--- src/rtl/rxq_pkg.sv ---
package rxq_pkg;
    localparam int ST_TX_EMPTY = 7;
    localparam int ST_RX_EMPTY = 6;
    localparam int ST_RX_FULL  = 5;
    localparam int ST_TX_FULL  = 4;
    localparam int EV_RX_FILL  = 3;
    localparam int ST_W        = 8;
endpackage

--- src/rtl/rxq_store.sv ---
module rxq_store #(
    parameter int DEPTH = 16,
    parameter int DW    = 8,
    localparam int AW   = $clog2(DEPTH)
) (
    input  logic          clk,
    input  logic          wr_en,
    input  logic [AW-1:0] wr_addr,
    input  logic [DW-1:0] wr_data,
    input  logic [AW-1:0] rd_addr,
    output logic [DW-1:0] rd_word
);
    logic [DW-1:0] slot_q [DEPTH];

    always_ff @(posedge clk) begin
        if (wr_en) slot_q[wr_addr] <= wr_data;
    end

    assign rd_word = slot_q[rd_addr];
endmodule

--- src/rtl/rxq_ctrl.sv ---
module rxq_ctrl #(
    parameter int DEPTH = 16,
    parameter int DW    = 8,
    localparam int AW   = $clog2(DEPTH),
    localparam int CW   = $clog2(DEPTH + 1)
) (
    input  logic          clk,
    input  logic          rst_n,
    input  logic          in_valid,
    input  logic [DW-1:0] in_byte,
    input  logic          pop,
    input  logic          wm_wr,
    input  logic [AW-1:0] wm_val,
    input  logic          flush,
    input  logic [DW-1:0] head_word,
    output logic          wr_en,
    output logic [AW-1:0] wr_addr,
    output logic [DW-1:0] wr_data,
    output logic [AW-1:0] rd_addr,
    output logic [CW-1:0] count,
    output logic [AW-1:0] wm,
    output logic          overflow,
    output logic [DW-1:0] rd_data
);
    typedef struct packed {
        logic [AW-1:0] wr_ptr;
        logic [AW-1:0] rd_ptr;
        logic [CW-1:0] count;
        logic [AW-1:0] wm;
        logic          ovf;
        logic [DW-1:0] rd_data;
    } ctrl_t;

    ctrl_t st_d, st_q;

    function automatic logic [AW-1:0] ptr_next(input logic [AW-1:0] p);
        return (p == AW'(DEPTH - 1)) ? '0 : p + 1'b1;
    endfunction

    logic full_now, empty_now, do_push, do_pop;

    always_comb begin
        st_d      = st_q;
        full_now  = (st_q.count == CW'(DEPTH));
        empty_now = (st_q.count == '0);
        do_push   = in_valid && !full_now && !flush;
        do_pop    = pop && !empty_now && !flush;
        if (flush) begin
            st_d = '0;
        end else begin
            if (pop) st_d.rd_data = do_pop ? head_word : '0;
            if (do_pop) st_d.rd_ptr = ptr_next(st_q.rd_ptr);
            if (do_push) st_d.wr_ptr = ptr_next(st_q.wr_ptr);
            if (in_valid && full_now) st_d.ovf = 1'b1;
            st_d.count = st_q.count + CW'(do_push) - CW'(do_pop);
            if (wm_wr) st_d.wm = wm_val;
        end
    end

    always_ff @(posedge clk or negedge rst_n) begin
        if (!rst_n) st_q <= '0;
        else        st_q <= st_d;
    end

    assign wr_en    = do_push;
    assign wr_addr  = st_q.wr_ptr;
    assign wr_data  = in_byte;
    assign rd_addr  = st_q.rd_ptr;
    assign count    = st_q.count;
    assign wm       = st_q.wm;
    assign overflow = st_q.ovf;
    assign rd_data  = st_q.rd_data;

    // Dropped byte leaves the queue full and raises the sticky flag
    assert_full_drop_R3: assert property (@(posedge clk) disable iff (!rst_n)
        (in_valid && !pop && !flush && count == CW'(DEPTH)) |=> (count == CW'(DEPTH) && overflow));

    assert_ovf_sticky_R3: assert property (@(posedge clk) disable iff (!rst_n)
        (overflow && !flush) |=> overflow);

    assert_empty_pop_R4: assert property (@(posedge clk) disable iff (!rst_n)
        (pop && !in_valid && !flush && count == '0) |=> (count == '0 && rd_data == '0 && $stable(rd_addr)));

    assert_flush_R9: assert property (@(posedge clk) disable iff (!rst_n)
        flush |=> (count == '0 && wm == '0 && !overflow && rd_data == '0));

    assert_count_bound_R5: assert property (@(posedge clk) disable iff (!rst_n)
        count <= CW'(DEPTH));

    assert_balanced_R10: assert property (@(posedge clk) disable iff (!rst_n)
        (in_valid && pop && !flush && count != '0 && count != CW'(DEPTH)) |=> $stable(count));
endmodule

--- src/rtl/rxq_status.sv ---
module rxq_status
    import rxq_pkg::*;
#(
    parameter int DEPTH = 16,
    localparam int AW   = $clog2(DEPTH),
    localparam int CW   = $clog2(DEPTH + 1)
) (
    input  logic            clk,
    input  logic            rst_n,
    input  logic [CW-1:0]   count,
    input  logic [AW-1:0]   wm,
    input  logic            tx_empty_in,
    input  logic            tx_full_in,
    output logic [AW-1:0]   occupancy,
    output logic [ST_W-1:0] status,
    output logic            wm_event,
    output logic [ST_W-1:0] irq_vec
);
    logic is_empty, is_full;

    always_comb begin
        is_empty  = (count == '0);
        is_full   = (count == CW'(DEPTH));
        occupancy = is_empty ? '0 : AW'(count - 1'b1);
        wm_event  = (count > CW'(wm));
        status    = '0;
        status[ST_TX_EMPTY] = tx_empty_in;
        status[ST_RX_EMPTY] = is_empty;
        status[ST_RX_FULL]  = is_full;
        status[ST_TX_FULL]  = tx_full_in;
        irq_vec   = '0;
        irq_vec[EV_RX_FILL] = wm_event;
    end

    assert_flags_excl_R6: assert property (@(posedge clk) disable iff (!rst_n)
        !(status[ST_RX_EMPTY] && status[ST_RX_FULL]));

    assert_no_event_empty_R8: assert property (@(posedge clk) disable iff (!rst_n)
        status[ST_RX_EMPTY] |-> !irq_vec[EV_RX_FILL]);

    assert_full_event_R8: assert property (@(posedge clk) disable iff (!rst_n)
        status[ST_RX_FULL] |-> wm_event);
endmodule

--- src/rtl/rxq_wm_top.sv ---
module rxq_wm_top #(
    parameter int DEPTH = 16,
    parameter int DW    = 8,
    localparam int AW   = $clog2(DEPTH),
    localparam int CW   = $clog2(DEPTH + 1)
) (
    input  logic          clk,
    input  logic          rst_n,
    input  logic          in_valid,
    input  logic [DW-1:0] in_byte,
    input  logic          pop,
    input  logic          wm_wr,
    input  logic [AW-1:0] wm_val,
    input  logic          flush,
    input  logic          tx_empty_in,
    input  logic          tx_full_in,
    output logic [DW-1:0] rd_data,
    output logic [AW-1:0] occupancy,
    output logic [7:0]    status,
    output logic          wm_event,
    output logic [7:0]    irq_vec,
    output logic          overflow
);
    logic          wr_en;
    logic [AW-1:0] wr_addr, rd_addr, wm;
    logic [DW-1:0] wr_data, head_word;
    logic [CW-1:0] count;

    rxq_store #(.DEPTH(DEPTH), .DW(DW)) u_store (
        .clk(clk), .wr_en(wr_en), .wr_addr(wr_addr), .wr_data(wr_data),
        .rd_addr(rd_addr), .rd_word(head_word)
    );

    rxq_ctrl #(.DEPTH(DEPTH), .DW(DW)) u_ctrl (
        .clk(clk), .rst_n(rst_n), .in_valid(in_valid), .in_byte(in_byte),
        .pop(pop), .wm_wr(wm_wr), .wm_val(wm_val), .flush(flush),
        .head_word(head_word), .wr_en(wr_en), .wr_addr(wr_addr),
        .wr_data(wr_data), .rd_addr(rd_addr), .count(count), .wm(wm),
        .overflow(overflow), .rd_data(rd_data)
    );

    rxq_status #(.DEPTH(DEPTH)) u_status (
        .clk(clk), .rst_n(rst_n), .count(count), .wm(wm),
        .tx_empty_in(tx_empty_in), .tx_full_in(tx_full_in),
        .occupancy(occupancy), .status(status), .wm_event(wm_event),
        .irq_vec(irq_vec)
    );
endmodule

--- config.mk ---
export PLATFORM = sky130hd
export DESIGN_NAME = rxq_wm_top
export DESIGN_NICKNAME = d
export VERILOG_FILES = /design/src/rtl/rxq_pkg.sv /design/src/rtl/rxq_store.sv /design/src/rtl/rxq_ctrl.sv /design/src/rtl/rxq_status.sv /design/src/rtl/rxq_wm_top.sv
export SDC_FILE = /design/constraint.sdc
export NUM_CORES = 1
export LEC_CHECK = 0
export CORE_ASPECT_RATIO = 0.7
export CORE_UTILIZATION = 45
export CTS_BUF_LIST = sky130_fd_sc_hd__clkbuf_4
export DETAILED_ROUTE_END_ITERATION = 12
export PLACE_DENSITY = 0.68
export SLEW_MARGIN = 25
export SYNTH_ARGS = -nofsm -noshare
export SYNTH_HDL_FRONTEND = slang
export SYNTH_HIERARCHICAL = 1
export SYNTH_SLANG_ARGS = --single-unit
--- constraint.sdc ---
create_clock -name clk -period 3.1 [get_ports clk]
set_clock_uncertainty 0.15 [all_clocks]
set_input_delay 0.465 -clock clk [delete_from_list [all_inputs] [get_ports clk]]
set_output_delay 0.465 -clock clk [all_outputs]
set_load 0.02 [all_outputs]
# [Word-level counts from Yosys, hierarchy flattened]
# Memory sizes are Yosys's and may differ from the RTL's.
# Cells that the tools add are included.
[op_classes] n_addsub=5 order_cmp=1 n_eq_ne=3 n_mux=12 reduce_logical=14
[ops] op="2-to-1 mux 26 bit" count=1
[ops] op="2-to-1 mux 4 bit" count=6
[ops] op="2-to-1 mux 8 bit" count=2
[ops] op="nonzero test 2 bit" count=5
[ops] op="adder 4 x 1 -> 4 bit, second input constant" count=2
[ops] op="== test 4 bit, second input constant" count=2
[ops] op="adder 5 x 1 -> 5 bit" count=1
[ops] op="== test 5 bit, second input constant" count=1
[ops] op="greater-than comparator 5 x 4 -> 1 bit" count=1
[ops] op="logical AND 1 bit" count=5
[ops] op="zero test 5 bit" count=1
[ops] op="subtractor 5 x 1 -> 5 bit" count=1
[ops] op="subtractor 4 x 1 -> 4 bit, second input constant" count=1
[ops] op="zero test 1 bit" count=3
[ops] op="2-to-1 mux 1 bit" count=3
[word_totals] ff_bits=26 mem_bits_rw=128 out_inout_bits=30 wordCells=42 memories=1
[memory_table] name="u_store.slot_q" depth=16 width=8 read_ports=1 rd_clocked_by_memory_dff=0 write_ports=1 line_no="rxq_store.sv:13" source="logic [DW-1:0] slot_q [DEPTH];"

# [Depth between registers and ports, before layout]
[logic_depth] word_depth=7 ltp_mapped=11 depth_no_buf=11

# [Modules after synthesis]
# The synthesis kept the hierarchy.
[modules_own_cells] mod="rxq_store" n_inst=1 cells_each=221 area_per_inst_um2=4987.3
[modules_own_cells] mod="rxq_ctrl" n_inst=1 cells_each=129 area_per_inst_um2=1380.1
[modules_own_cells] mod="rxq_status" n_inst=1 cells_each=44 area_per_inst_um2=334.1

# [Worst setup path before layout]
# OpenSTA, ideal clock, no wires.
[synth_timing] path_type="register to register" from="register u_ctrl.st_q, in the netlist u_ctrl/count[2]" to="register u_ctrl.st_q, in the netlist u_ctrl/count[4]" arrival_time_ps=2741 t_required_ps=2872 setup_slack_ps=131 stages_incl_launch_ff=12 n_path_buf=0 path_cell_list="dfrtp_1 -> inv_1 -> ha_1 -> nor4b_2 -> nor3_2 -> ha_1 -> inv_1 -> ha_1 -> fa_1 -> a21o_1 -> a2111oi_0 -> o21bai_1"
[synth_rtl] item="start, declared" line_no="rxq_ctrl.sv:34" source="ctrl_t st_d, st_q;"
[synth_rtl] item="start signal, assigned" line_no="rxq_ctrl.sv:62" source="else st_q <= st_d;"

# [Worst setup path after layout]
[layout_timing] from="register u_ctrl.st_q, in the netlist u_ctrl/count[0]" to="output status[6]"
[layout_via] elab_chain_len=1
[layout_lines] item="zero test 5 bit" line_no="rxq_status.sv:22" source="is_empty = (count == '0);"
[layout_lines] item="end, declared" line_no="rxq_wm_top.sv:19" source="output logic [7:0] status,"
# No other way between the ends.

==> results.toml <==
[floorplanning]
die_x_um = 148
fp-row-count = 36
initial_core_util = 0.471
dieArea_sq_mm = 0.0154
fp.coreArea_sq_mm = 0.0142
die_h_um = 104
floorplan.io_pins = 50

[timing]
rsz0062_at_grt = "false"
fin_crit_ps = 2960
setup_tns_ps = 0
drv_slew = 0
relSlewSlack = 0.487
hold_violations = 0
fmax_mhz = 338
min_period_over_period = 0.955
worst_slew_pin_slew_ps = 768
setup_viol = 0

[global_route]
antenna_found_initial = 0
grt_max_degree = 38
top_usage_layer = "met2"
grt.met2_usage = 0.269
grt_use_total = 0.180
use_met3 = 0.0452
grt_pass1_wl_um = 19900
first_global_vias = 3536
use_met1 = 0.262
overflow = 0

[synthesis]
synthTopCellsByArea = "edfxtp_1 57%, dfrtp_1 9.7%, mux4_2 6.0%"
yosys.area.top_type_share = 0.574
synth_top_area_cell = "edfxtp_1"
syn_avg_cell_area_sq_um = 17.0
ys_types = 51
synthCells = 394
synth-seq-cells = 154
ys_seq_area_frac = 0.671
async_flop_share = 0.169
ys_warn_count = 6
synth_edf_count = 128
yosys_most_used_dff = "edfxtp_1"
synth_area_sq_mm = 0.00670

[final_layout]
fin_util = 0.531
fin_area_sq_mm = 0.00756
drive_gt1_frac = 0.193
fin_nets = 484
antenna_cells = 0
fin_cells = 652
syn_to_final_growth_pct = 12.9

[clock_network]
cts_sinks = 154
cts_made_buffers = 17
cts_tree = "yes"
clkTransAtPathRegs_ps = 130
h-tree-depth = 4
cts_root_buffer = "clkbuf_4"
clkLatencyLatePin_ps = 530
max-clock-path-buffers = 2

[setup_path]
rr_worst_depth = 11
cp-start-kind = "register"
crit-reg2reg-capture = "u_ctrl/count[4]"
end_kind = "output pin"
critPathArrivalTime_ps = 2350
critPathRequiredTime_ps = 2480
timing.rr.start = "u_ctrl/count[3]"
criticalPathCategory = "register to output pin"
cp_max_fo = 8
ff2ff_setup_slack_ps = 240

[route]
antenna_left = 0
first_pass_iters = 5
vias = 3639
drc = 0
drt_iter0_markers = 354
routedWlPerCell_um = 20.0
viasPerCell = 5.58
routed_wl_um = 13000

[place]
dp_hpwl_um = 8280
place_area_sq_mm = 0.00727
gp_congestion = 0.762
placed_cells = 620
io_buffers = 34

[pwr]
p_leak_uw = 0.00269
peakVddDrop_v = 0.000379
p_per_area_mw_per_mm2 = 692
total_power_uw = 5240

[outcome]
status = "completed"

[min_path]
hp-class = "primary input to asynchronous set/reset pin"

[flow_run]
maxCapViolations = 0
==> timing repair <==
action,4_1_cts,5_1_grt
resized for setup,0,4
hold buffers,0,0
setup endpoints to repair,0,3
setup buffers,0,0
==> through the flow <==
stage | hold WS (ps) | worst slack, ps
6_report | 197 | 139
4_1_cts | 193 | 11.5
5_1_grt | 190 | 4.85
3_5_place_dp | 336 | 136
2_1_floorplan | 19.4 | 131
3_3_place_gp | 334 | 192
==> power breakdown <==
part           switching, uW  internal (uW)  leakage, uW
combinational            828            815      0.00104
sequential              73.5           2330      0.00150
clock                    685            503     0.000150
==> worst max-delay path by stage <==
stage	startpoint	endpoint	slack (ps)	depth (start not counted)
after floorplan	u_ctrl/count[2]	u_ctrl/count[4]	130	11
after global placement	pop	u_ctrl/count[4]	190	10
after detailed placement	pop	u_ctrl/count[4]	140	10
after CTS	u_ctrl/count[0]	wm_event	10	5
after global routing	u_ctrl/count[1]	status[6]	5	5
final	u_ctrl/count[0]	status[6]	140	4
==> critical path, stage by stage (launching register included) <==
cell and delay [ps]:
dfrtp_1 510, inv_1 170, ha_1 180, nor4b_4 300
clkdlybuf4s50_1 670
==> cell usage in the layout (no fill, tap or decap), drive strengths merged, types with 4 or more instances in the layout <==
cell type / count
clkdlybuf4s50: 32
nand2: 11
nor2: 29
nor3: 6
nor2b: 5
inv: 17
ha: 14
buf: 29
mux2i: 4
dfrtp: 26
edfxtp: 128
o21ai: 5
a22oi: 16
nand3: 7
clkbuf: 20
a22o: 8
conb: 11
a21oi: 12
clkinv: 8
nand2b: 4
mux4: 32
==> flip-flops by register name, summed over array words and instances, names as in the netlist <==
register / count
u_ctrl/wm: 4
u_ctrl/count: 5
u_store/slot_q: 128
u_ctrl/rd_addr: 4
u_ctrl/rd_data: 8
u_ctrl/overflow: 1
u_ctrl/wr_addr: 4
==> Yosys cell counts, drive strengths merged (2+ instances only) <==
cell           instances
edfxtp               128
buf                   32
mux4                  32
nor2                  29
dfrtp                 26
inv                   17
a22oi                 16
ha                    14
a21oi                 12
nand2                 11
a22o                   8
nand3                  7
nor3                   6
nor2b                  5
o21ai                  5
mux2i                  4
nand2b                 4
a31oi                  3
clkdlybuf4s25          3
o41ai                  3
xnor2                  3
a21o                   2
clkbuf                 2
nand3b                 2
nor4b                  2
==> area by class of cell <==
type / instances / area [sq um]
clock inverters: 12 / 129
multi-input cells: 196 / 1910
well taps: 190 / 238
repair buffers: 63 / 576
inverters: 17 / 63.8
clock buffers: 20 / 150
flip-flops and latches: 154 / 4500
fillers: 1182 / 6670
==> cells by family (layout without fill, tap and decap cells) <==
group	Yosys count	after routing	synth area share
and+or+nand+nor	75	75	0.0629
DFF	154	154	0.671
AOI/OAI and AO/OA	54	54	0.0575
xor gates and xnor gates	4	4	0.00523
muxes	37	37	0.123
other	1	11	0.000560
adders and majority gates	15	15	0.0291
buffers and inverters	54	112	0.0510
==> routing by layer <==
metal	vias up	part of all wire
met2	139	0.45
met4	0	0.016
met1	1849	0.47
met3	16	0.065
met5	-	0
li1	1635	-
Note: power is estimated with default switching activity, not from simulation.
